**src/rtl/psload_pkg.sv**
```systemverilog
package psload_pkg;
  typedef enum logic [1:0] {
    SZ_BYTE  = 2'd0,
    SZ_HALF  = 2'd1,
    SZ_WORD  = 2'd2,
    SZ_DWORD = 2'd3
  } size_e;

  typedef enum logic [1:0] {
    ST_IDLE = 2'd0,
    ST_REQ  = 2'd1,
    ST_RSP  = 2'd2
  } state_e;
endpackage

```
**src/rtl/psload_agen.sv**
```systemverilog
module psload_agen #(
  parameter int XLEN = 64,
  parameter int SHW  = 2
) (
  input  logic [XLEN-1:0] base,
  input  logic [XLEN-1:0] index,
  input  logic [SHW-1:0]  sh,
  output logic [XLEN-1:0] ea,
  output logic [XLEN-1:0] upd
);
  localparam int AW = SHW + 1;

  // one extra bit so that the largest field value does not wrap to zero
  logic [AW-1:0] amount;

  assign amount = {1'b0, sh} + AW'(1);
  assign ea     = base << amount;
  assign upd    = base + index;
endmodule

```
**src/rtl/psload_extend.sv**
```systemverilog
module psload_extend
  import psload_pkg::*;
#(
  parameter int XLEN = 64
) (
  input  logic [XLEN-1:0] raw,
  input  size_e           size,
  input  logic            sgn,
  output logic [XLEN-1:0] result
);
  localparam int NSZ = 4;

  logic [XLEN-1:0] lane [NSZ];
  logic            sgn_eff;

  // sign extension only exists for the halfword and word forms
  assign sgn_eff = sgn && ((size == SZ_HALF) || (size == SZ_WORD));

  for (genvar k = 0; k < NSZ; k++) begin : g_lane
    localparam int W = 8 << k;
    if (W >= XLEN) begin : g_full
      assign lane[k] = raw;
    end else begin : g_part
      assign lane[k] = {{(XLEN-W){sgn_eff & raw[W-1]}}, raw[W-1:0]};
    end
  end

  assign result = lane[size];
endmodule

```
**src/rtl/psload_ctrl.sv**
```systemverilog
module psload_ctrl
  import psload_pkg::*;
(
  input  logic   clk,
  input  logic   rst,
  input  logic   op_valid,
  input  logic   form_bad,
  input  logic   mem_req_ready,
  input  logic   mem_rsp_valid,
  output state_e state,
  output logic   accept,
  output logic   take_op,
  output logic   rsp_take
);
  state_e nxt;

  assign accept   = op_valid && (state == ST_IDLE);
  assign take_op  = accept && !form_bad;
  assign rsp_take = (state == ST_RSP) && mem_rsp_valid;

  always_comb begin
    nxt = state;
    case (state)
      ST_IDLE: if (take_op)       nxt = ST_REQ;
      ST_REQ:  if (mem_req_ready) nxt = ST_RSP;
      ST_RSP:  if (mem_rsp_valid) nxt = ST_IDLE;
      default:                    nxt = ST_IDLE;
    endcase
  end

  always_ff @(posedge clk) begin
    if (rst) state <= ST_IDLE;
    else     state <= nxt;
  end
endmodule

```
**src/rtl/psload_unit.sv**
```systemverilog
module psload_unit
  import psload_pkg::*;
#(
  parameter int XLEN = 64,
  parameter int REGW = 5,
  parameter int SHW  = 2
) (
  input  logic            clk,
  input  logic            rst,
  input  logic            op_valid,
  output logic            op_ready,
  input  logic [1:0]      op_size,
  input  logic            op_signed,
  input  logic [REGW-1:0] op_ra_idx,
  input  logic [REGW-1:0] op_rt_idx,
  input  logic [XLEN-1:0] op_ra_val,
  input  logic [XLEN-1:0] op_rb_val,
  input  logic [SHW-1:0]  op_sh,
  output logic            busy,
  output logic            invalid_form,
  output logic            mem_req_valid,
  input  logic            mem_req_ready,
  output logic [XLEN-1:0] mem_req_addr,
  output logic [1:0]      mem_req_size,
  input  logic            mem_rsp_valid,
  input  logic [XLEN-1:0] mem_rsp_data,
  output logic            rt_we,
  output logic [REGW-1:0] rt_waddr,
  output logic [XLEN-1:0] rt_wdata,
  output logic            ra_we,
  output logic [REGW-1:0] ra_waddr,
  output logic [XLEN-1:0] ra_wdata
);
  state_e          state;
  logic            accept, take_op, rsp_take, form_bad;
  logic [XLEN-1:0] ea_c, upd_c, ext_c;
  logic [XLEN-1:0] ea_q, upd_q;
  size_e           size_q;
  logic            sgn_q;
  logic [REGW-1:0] rt_q, ra_q;

  assign form_bad = (op_ra_idx == '0) || (op_ra_idx == op_rt_idx);

  psload_ctrl u_ctrl (
    .clk           (clk),
    .rst           (rst),
    .op_valid      (op_valid),
    .form_bad      (form_bad),
    .mem_req_ready (mem_req_ready),
    .mem_rsp_valid (mem_rsp_valid),
    .state         (state),
    .accept        (accept),
    .take_op       (take_op),
    .rsp_take      (rsp_take)
  );

  psload_agen #(.XLEN(XLEN), .SHW(SHW)) u_agen (
    .base  (op_ra_val),
    .index (op_rb_val),
    .sh    (op_sh),
    .ea    (ea_c),
    .upd   (upd_c)
  );

  psload_extend #(.XLEN(XLEN)) u_ext (
    .raw    (mem_rsp_data),
    .size   (size_q),
    .sgn    (sgn_q),
    .result (ext_c)
  );

  assign op_ready      = (state == ST_IDLE);
  assign busy          = (state != ST_IDLE);
  assign mem_req_valid = (state == ST_REQ);
  assign mem_req_addr  = ea_q;
  assign mem_req_size  = size_q;

  always_ff @(posedge clk) begin
    if (rst) begin
      ea_q         <= '0;
      upd_q        <= '0;
      size_q       <= SZ_BYTE;
      sgn_q        <= 1'b0;
      rt_q         <= '0;
      ra_q         <= '0;
      invalid_form <= 1'b0;
      rt_we        <= 1'b0;
      ra_we        <= 1'b0;
      rt_waddr     <= '0;
      ra_waddr     <= '0;
      rt_wdata     <= '0;
      ra_wdata     <= '0;
    end else begin
      invalid_form <= accept && form_bad;
      rt_we        <= rsp_take;
      ra_we        <= rsp_take;
      if (take_op) begin
        ea_q   <= ea_c;
        upd_q  <= upd_c;
        size_q <= size_e'(op_size);
        sgn_q  <= op_signed;
        rt_q   <= op_rt_idx;
        ra_q   <= op_ra_idx;
      end
      if (rsp_take) begin
        rt_wdata <= ext_c;
        ra_wdata <= upd_q;
        rt_waddr <= rt_q;
        ra_waddr <= ra_q;
      end
    end
  end
endmodule

```
**config.mk**
```make
export PLATFORM = sky130hd
export DESIGN_NAME = psload_unit
export DESIGN_NICKNAME = d
export VERILOG_FILES = /design/src/rtl/psload_pkg.sv /design/src/rtl/psload_agen.sv /design/src/rtl/psload_extend.sv /design/src/rtl/psload_ctrl.sv /design/src/rtl/psload_unit.sv
export SDC_FILE = /design/constraint.sdc
export NUM_CORES = 1
export LEC_CHECK = 0
export ABC_CLOCK_PERIOD_IN_PS = 4200
export CORE_ASPECT_RATIO = 0.7
export CORE_MARGIN = 3
export CORE_UTILIZATION = 35
export CTS_CLUSTER_SIZE = 24
export DETAILED_ROUTE_END_ITERATION = 16
export PLACE_DENSITY = 0.64
export SYNTH_ARGS = -nofsm -noshare
export SYNTH_HDL_FRONTEND = slang
export SYNTH_SLANG_ARGS = --single-unit
```
**constraint.sdc**
```tcl
create_clock -name clk -period 4.2 [get_ports clk]
set_input_delay 0.84 -clock clk [delete_from_list [all_inputs] [get_ports clk]]
set_output_delay 0.84 -clock clk [all_outputs]
set_load 0.005 [all_outputs]
```
Yosys cells after proc, flatten, opt, wreduce, memory -nomap -nowiden
Index checks and enable logic that the tools add are counted.
{ "op_classes": {"n_lt_le_gt_ge": 1, "div_mod_pow": 0, "bitwise": 4, "n_addsub": 2, "eq_ne": 8, "reduce_logical": 12, "multipliers": 0, "n_shift": 1, "mux": 7} }
{ "op_table": {"columns": ["op", "n"], "rows": [
  ["$bmux 64 s2", 1],
  ["$mux 64", 2],
  ["$add 64x64->64", 1],
  ["$shl 64x3->64", 1],
  ["$mux 2", 3],
  ["$pmux 2 s3", 1],
  ["$eq 5x5->1", 1],
  ["$logic_and 1x1->1", 5],
  ["$logic_not 5->1", 1],
  ["$eq 2x1->1 const B", 2],
  ["$eq 2x2->1 const B", 2],
  ["$ne 2x1->1 const B", 2],
  ["$add 2x1->3 const B", 1],
  ["$and 1x1->1", 3],
  ["$ge 3x3->1 const B", 1],
  ["$not 2->3", 1],
  ["$reduce_and 3->1", 1],
  ["$logic_not 2->1", 1],
  ["$logic_or 1x1->1", 2],
  ["$ne 2x2->1 const B", 1],
  ["$reduce_bool 2->1", 1],
  ["$logic_not 1->1", 1]
]} }
{ "word_totals": {"mem_bits_ro": 0, "output_inout_bits": 210, "ramBits": 0, "latchBits": 0, "ff_bits": 283, "elab_cells": 48, "in_bits": 212, "memories": 0} }

Logic depth before layout (Yosys ltp)
{ "logic_depth": {"ltp_word": 7, "depth_mapped": 11, "depth_no_buf": 11} }

Cells and area by module
Synthesis repeated with hierarchy kept, for this count alone.
{ "hier_totals": {"cells_unflattened": 1855, "area_unflattened_um2": 16778.6} }
{ "by_module_without_submodules": {"columns": ["module", "instances", "cells_each", "area_each_um2"], "rows": [
  ["psload_unit", 1, 920, 10042.1],
  ["psload_agen", 1, 790, 5845.6],
  ["psload_extend", 1, 133, 777.0],
  ["psload_ctrl", 1, 12, 113.9]
]} }

Worst setup path before layout
No wires, ideal clock.
{ "synth_timing": {"path_type": "input-to-reg", "from": "input port op_ra_val[0]", "to": "register upd_q[56]", "setup_ns": 0.062, "cell_stages": 11, "required_time_ns": 4.138, "path_buffers": 0, "arrival_time_ns": 3.337, "setup_slack_ns": 0.801, "path_cell_list": "ha_1 fa_1 a21oi_1 o211ai_1 a211oi_4 a21oi_4 a211oi_4 o21a_2 nor3_1 or4_1 nand3_1"} }
{ "synth_between": {"elab_chain_cells": 1} }
{ "synth_lines": {"columns": ["element", "line", "source"], "rows": [
  ["start: declaration", "psload_unit.sv:16", "input logic [XLEN-1:0] op_ra_val,"],
  ["$add 64x64->64", "psload_agen.sv:18", "assign upd = base + index;"],
  ["end signal: assignment", "psload_unit.sv:99", "upd_q <= upd_c;"],
  ["end: declaration", "psload_unit.sv:37", "logic [XLEN-1:0] ea_q, upd_q;"]
]} }
Every way passes these cells.
A chain may end at the register's enable or synchronous reset.

Worst setup path after layout
{ "layout_timing": {"from": "input port op_ra_val[29]", "to": "register upd_q[61]"} }
Same word-level chain as after synthesis.

==> results by group <==
Run status
  • Outcome: finished clean

Route
  • Routed Antenna Nets: 0
  • DRC: 0
  • WL final: 56980 um
  • Via density: 5.453
  • WL per Instance: 19.30 um
  • Vias: 16100
  • Drt pass-1 iters: 5
  • Detailed Route Iter0 Violations: 1233

Run
  • Max-cap viol count: 0

Cells and area
  • Filler Cell Count: 4179
  • Most common cell after layout, fill and taps aside: nand2_1
  • Final #Nets: 2612
  • N_diodes: 0
  • Final Cell Area: 21720 um^2
  • Synth-to-Final Area Change: 37.57%
  • Layout cells sized above 1: 0.08439
  • Most frequent cells in the layout: nand2_1, clkdlybuf4s50_1, dfxtp_1, a21oi_1, nor2_1

Synth
  • Portion of netlist area occupied by mux cells: 0.08304
  • Number of flops mapped to enable cells by yosys: 0
  • Largest family of logic cells by synthesized area: compound AO/OA/AOI/OAI gates
  • Number of synthesized register bits: 283
  • Xor/xnor share of the synthesized area: 0.02662
  • Post-synth top area cell: dfxtp_1
  • Synth top area share: 0.3588
  • Mapped Avg Cell Area: 7.996 um^2
  • Post-synth net total: 2252
  • Adder-cell share of the synthesized area: 0.05198
  • Sequential area share after synthesis: 0.3588
  • Synth cell types: 82
  • Async SR Flop Fraction: 0
  • Syn Std Cell Area: 15790 um^2
  • Ys Warns: 0
  • Prevailing post-synth register cell: dfxtp_1
  • Cell count after synthesis: 1975
  • Simple logic cell fraction of the synthesized area: 0.2021
  • Compound-cell area share of the yosys netlist: 0.2289
  • Dominant cells by area after synthesis: dfxtp_1, nand2_1, a21oi_1

Timing
  • Slew margin rel.: 0.1978
  • Unrepaired setup endpoints after global routing: false
  • Skew final: 9.952 ps
  • Slew @ Worst Pin: 1203 ps
  • Setup TNS: 0 ps
  • Pins over their slew limit: 0
  • Final hold viol count: 0
  • F_max: 267.8 MHz
  • Period Utilization, post-route: 0.8890
  • # setup viols final: 0
  • Final Critical Period: 3734 ps

Clock tree
  • Worst skew pair latency: 580 ps
  • CTS tree: built
  • Root buf cell: clkbuf_16
  • Total clock sinks: 283
  • Post-CTS Hold Fix Bufs: 0
  • Setup bufs post-CTS: 0
  • H-tree levels: 1
  • Worst-path clk slew: 60 ps
  • CTS resizes: 0
  • Num CTS Buffers: 31
  • Maximum root-to-sink buffer count: 3

Die
  • Chip Width: 259.9 um
  • Die area: 47740 um^2
  • # IOs: 422
  • Site Rows: 64
  • Initial Utilization: 0.3579
  • Die Span Y: 183.7 um
  • Core Box Area: 44120 um^2

Setup path
  • Worst path required time: 4710 ps
  • WP data arrival: 4240 ps
  • CP endpoint kind: flop
  • Setup CP Type: in -> reg
  • Startpoint Class: input port
  • Critical Path Fanout Max: 6

Pwr
  • Worst VDD drop: 0.0003279 V
  • Pwr dens: 350.9 nW/um^2
  • Leak pwr: 8.205 nW

Place
  • # port buffers: 421
  • Post-placement cell area: 20660 um^2
  • Hpwl dp: 42940 um
  • RD Place Congestion: 0.8967

GRT
  • First-pass GRT wire length: 88220 um
  • GR Overflow Total: 0
  • Total global-route track usage: 0.2287
  • Initial antenna violation count: 1
  • Vias in the first global route: 15560
  • Largest net degree at the start of global routing: 98

Worst hold path
  • Worst Hold Class: reg -> reg
==> final timing paths <==
check                               startpoint                       endpoint  slack, ps  cells after the start
hold reg to reg         upd_q[34]$_SDFFE_PP0P_      ra_wdata[34]$_SDFFE_PP0P_        440                      2
setup / recovery                 op_ra_val[29]         upd_q[61]$_SDFFE_PP0P_        470                     14
hold / removal          upd_q[34]$_SDFFE_PP0P_      ra_wdata[34]$_SDFFE_PP0P_        440                      2
setup reg to reg  u_ctrl.state[1]$_SDFFE_PP0P_  mem_req_addr[40]$_SDFFE_PP0P_       1870                      7
==> synth_stat cells (4+ instances only) <==
cell type / number
nor4_1: 8
a21oi_1: 266
o21bai_1: 8
nand3b_1: 4
and3_1: 13
and2_1: 4
o21ai_1: 6
nor2_1: 168
o31ai_1: 6
clkbuf_8: 7
ha_1: 64
buf_2: 5
mux4_2: 47
buf_1: 16
nor3_1: 23
o21ai_0: 87
inv_1: 16
a211oi_1: 21
nand4_1: 23
or2_2: 4
xnor2_1: 26
o211ai_1: 9
xor2_1: 22
dfxtp_1: 283
nand2_1: 443
nor2b_1: 9
a31oi_1: 11
or4_1: 4
mux2i_1: 23
o22ai_1: 6
nand2b_1: 4
nand3_1: 36
a21o_1: 43
o21a_1: 12
a311oi_1: 49
clkbuf_1: 123
==> sequential cells by signal (all words and copies together), names as in the netlist <==
signal / cells
mem_req_addr: 64
rt_waddr: 5
u_ctrl.state: 2
ra_waddr: 5
ra_q: 5
ra_wdata: 64
rt_wdata: 64
ra_we: 1
rt_q: 5
sgn_q: 1
invalid_form: 1
upd_q: 64
mem_req_size: 2
==> cells by family after synthesis <==
| family | Yosys count |
|---|---|
| and+or+nand+nor | 759 |
| DFF | 283 |
| xor gates and xnor gates | 48 |
| buffers and inverters | 174 |
| adders and majority gates | 65 |
| AOI/OAI and AO/OA | 574 |
| muxes | 72 |
==> layer usage <==
layer / vias up / track usage / routed length [um]
met5: - / 0 / 0
met4: 0 / 0.07213 / 2022
met3: 107 / 0.03442 / 2994
met2: 474 / 0.3698 / 26200
met1: 7766 / 0.3151 / 25760
li1: 7749 / - / -
==> critical path, stage by stage <==
cell and delay, ps:
clkdlybuf4s50_1 490, ha_1 420, nand4_1 230, nor4_1 600, buf_4 210, nand3_1 70, a21oi_1 180, buf_4 170
o311ai_1 170, a21o_1 240, buf_4 150, o21ai_1 220, nor3b_1 100, o21ai_1 150
==> area by class of cell <==
cell class	instances	area [um^2]	share of cell area
clock buffers	42	857.1	0.03945
multi-input cells	1518	9385	0.4320
repair buffers	485	4806	0.2212
well taps	594	743.2	0.03421
flip-flops and latches	283	5665	0.2608
inverters	16	60.06	0.002764
clock inverters	14	207.7	0.009561
==> where the power goes <==
| group | switching (W) | internal [W] |
|---|---|---|
| Combinational | 0.000946 | 0.000858 |
| Clock | 0.00116 | 0.00173 |
| Sequential | 0.0000888 | 0.00284 |
==> per-stage QoR <==
step	std cells	util	hold WS (ps)	worst slack (ps)	total power (W)
global route	2952	0.4924	462.1	326.4	0.007978
detailed placement	2896	0.4682	444.9	-3.390	0.004771
CTS	2952	0.4924	450.0	592.2	0.007689
finish	2952	0.4924	442.7	466.2	0.007623
global placement	2896	0.4682	436.7	10.45	0.004753
floorplan	1975	-	425.6	801.1	0.004006
Power figures use the tool's default switching activity.
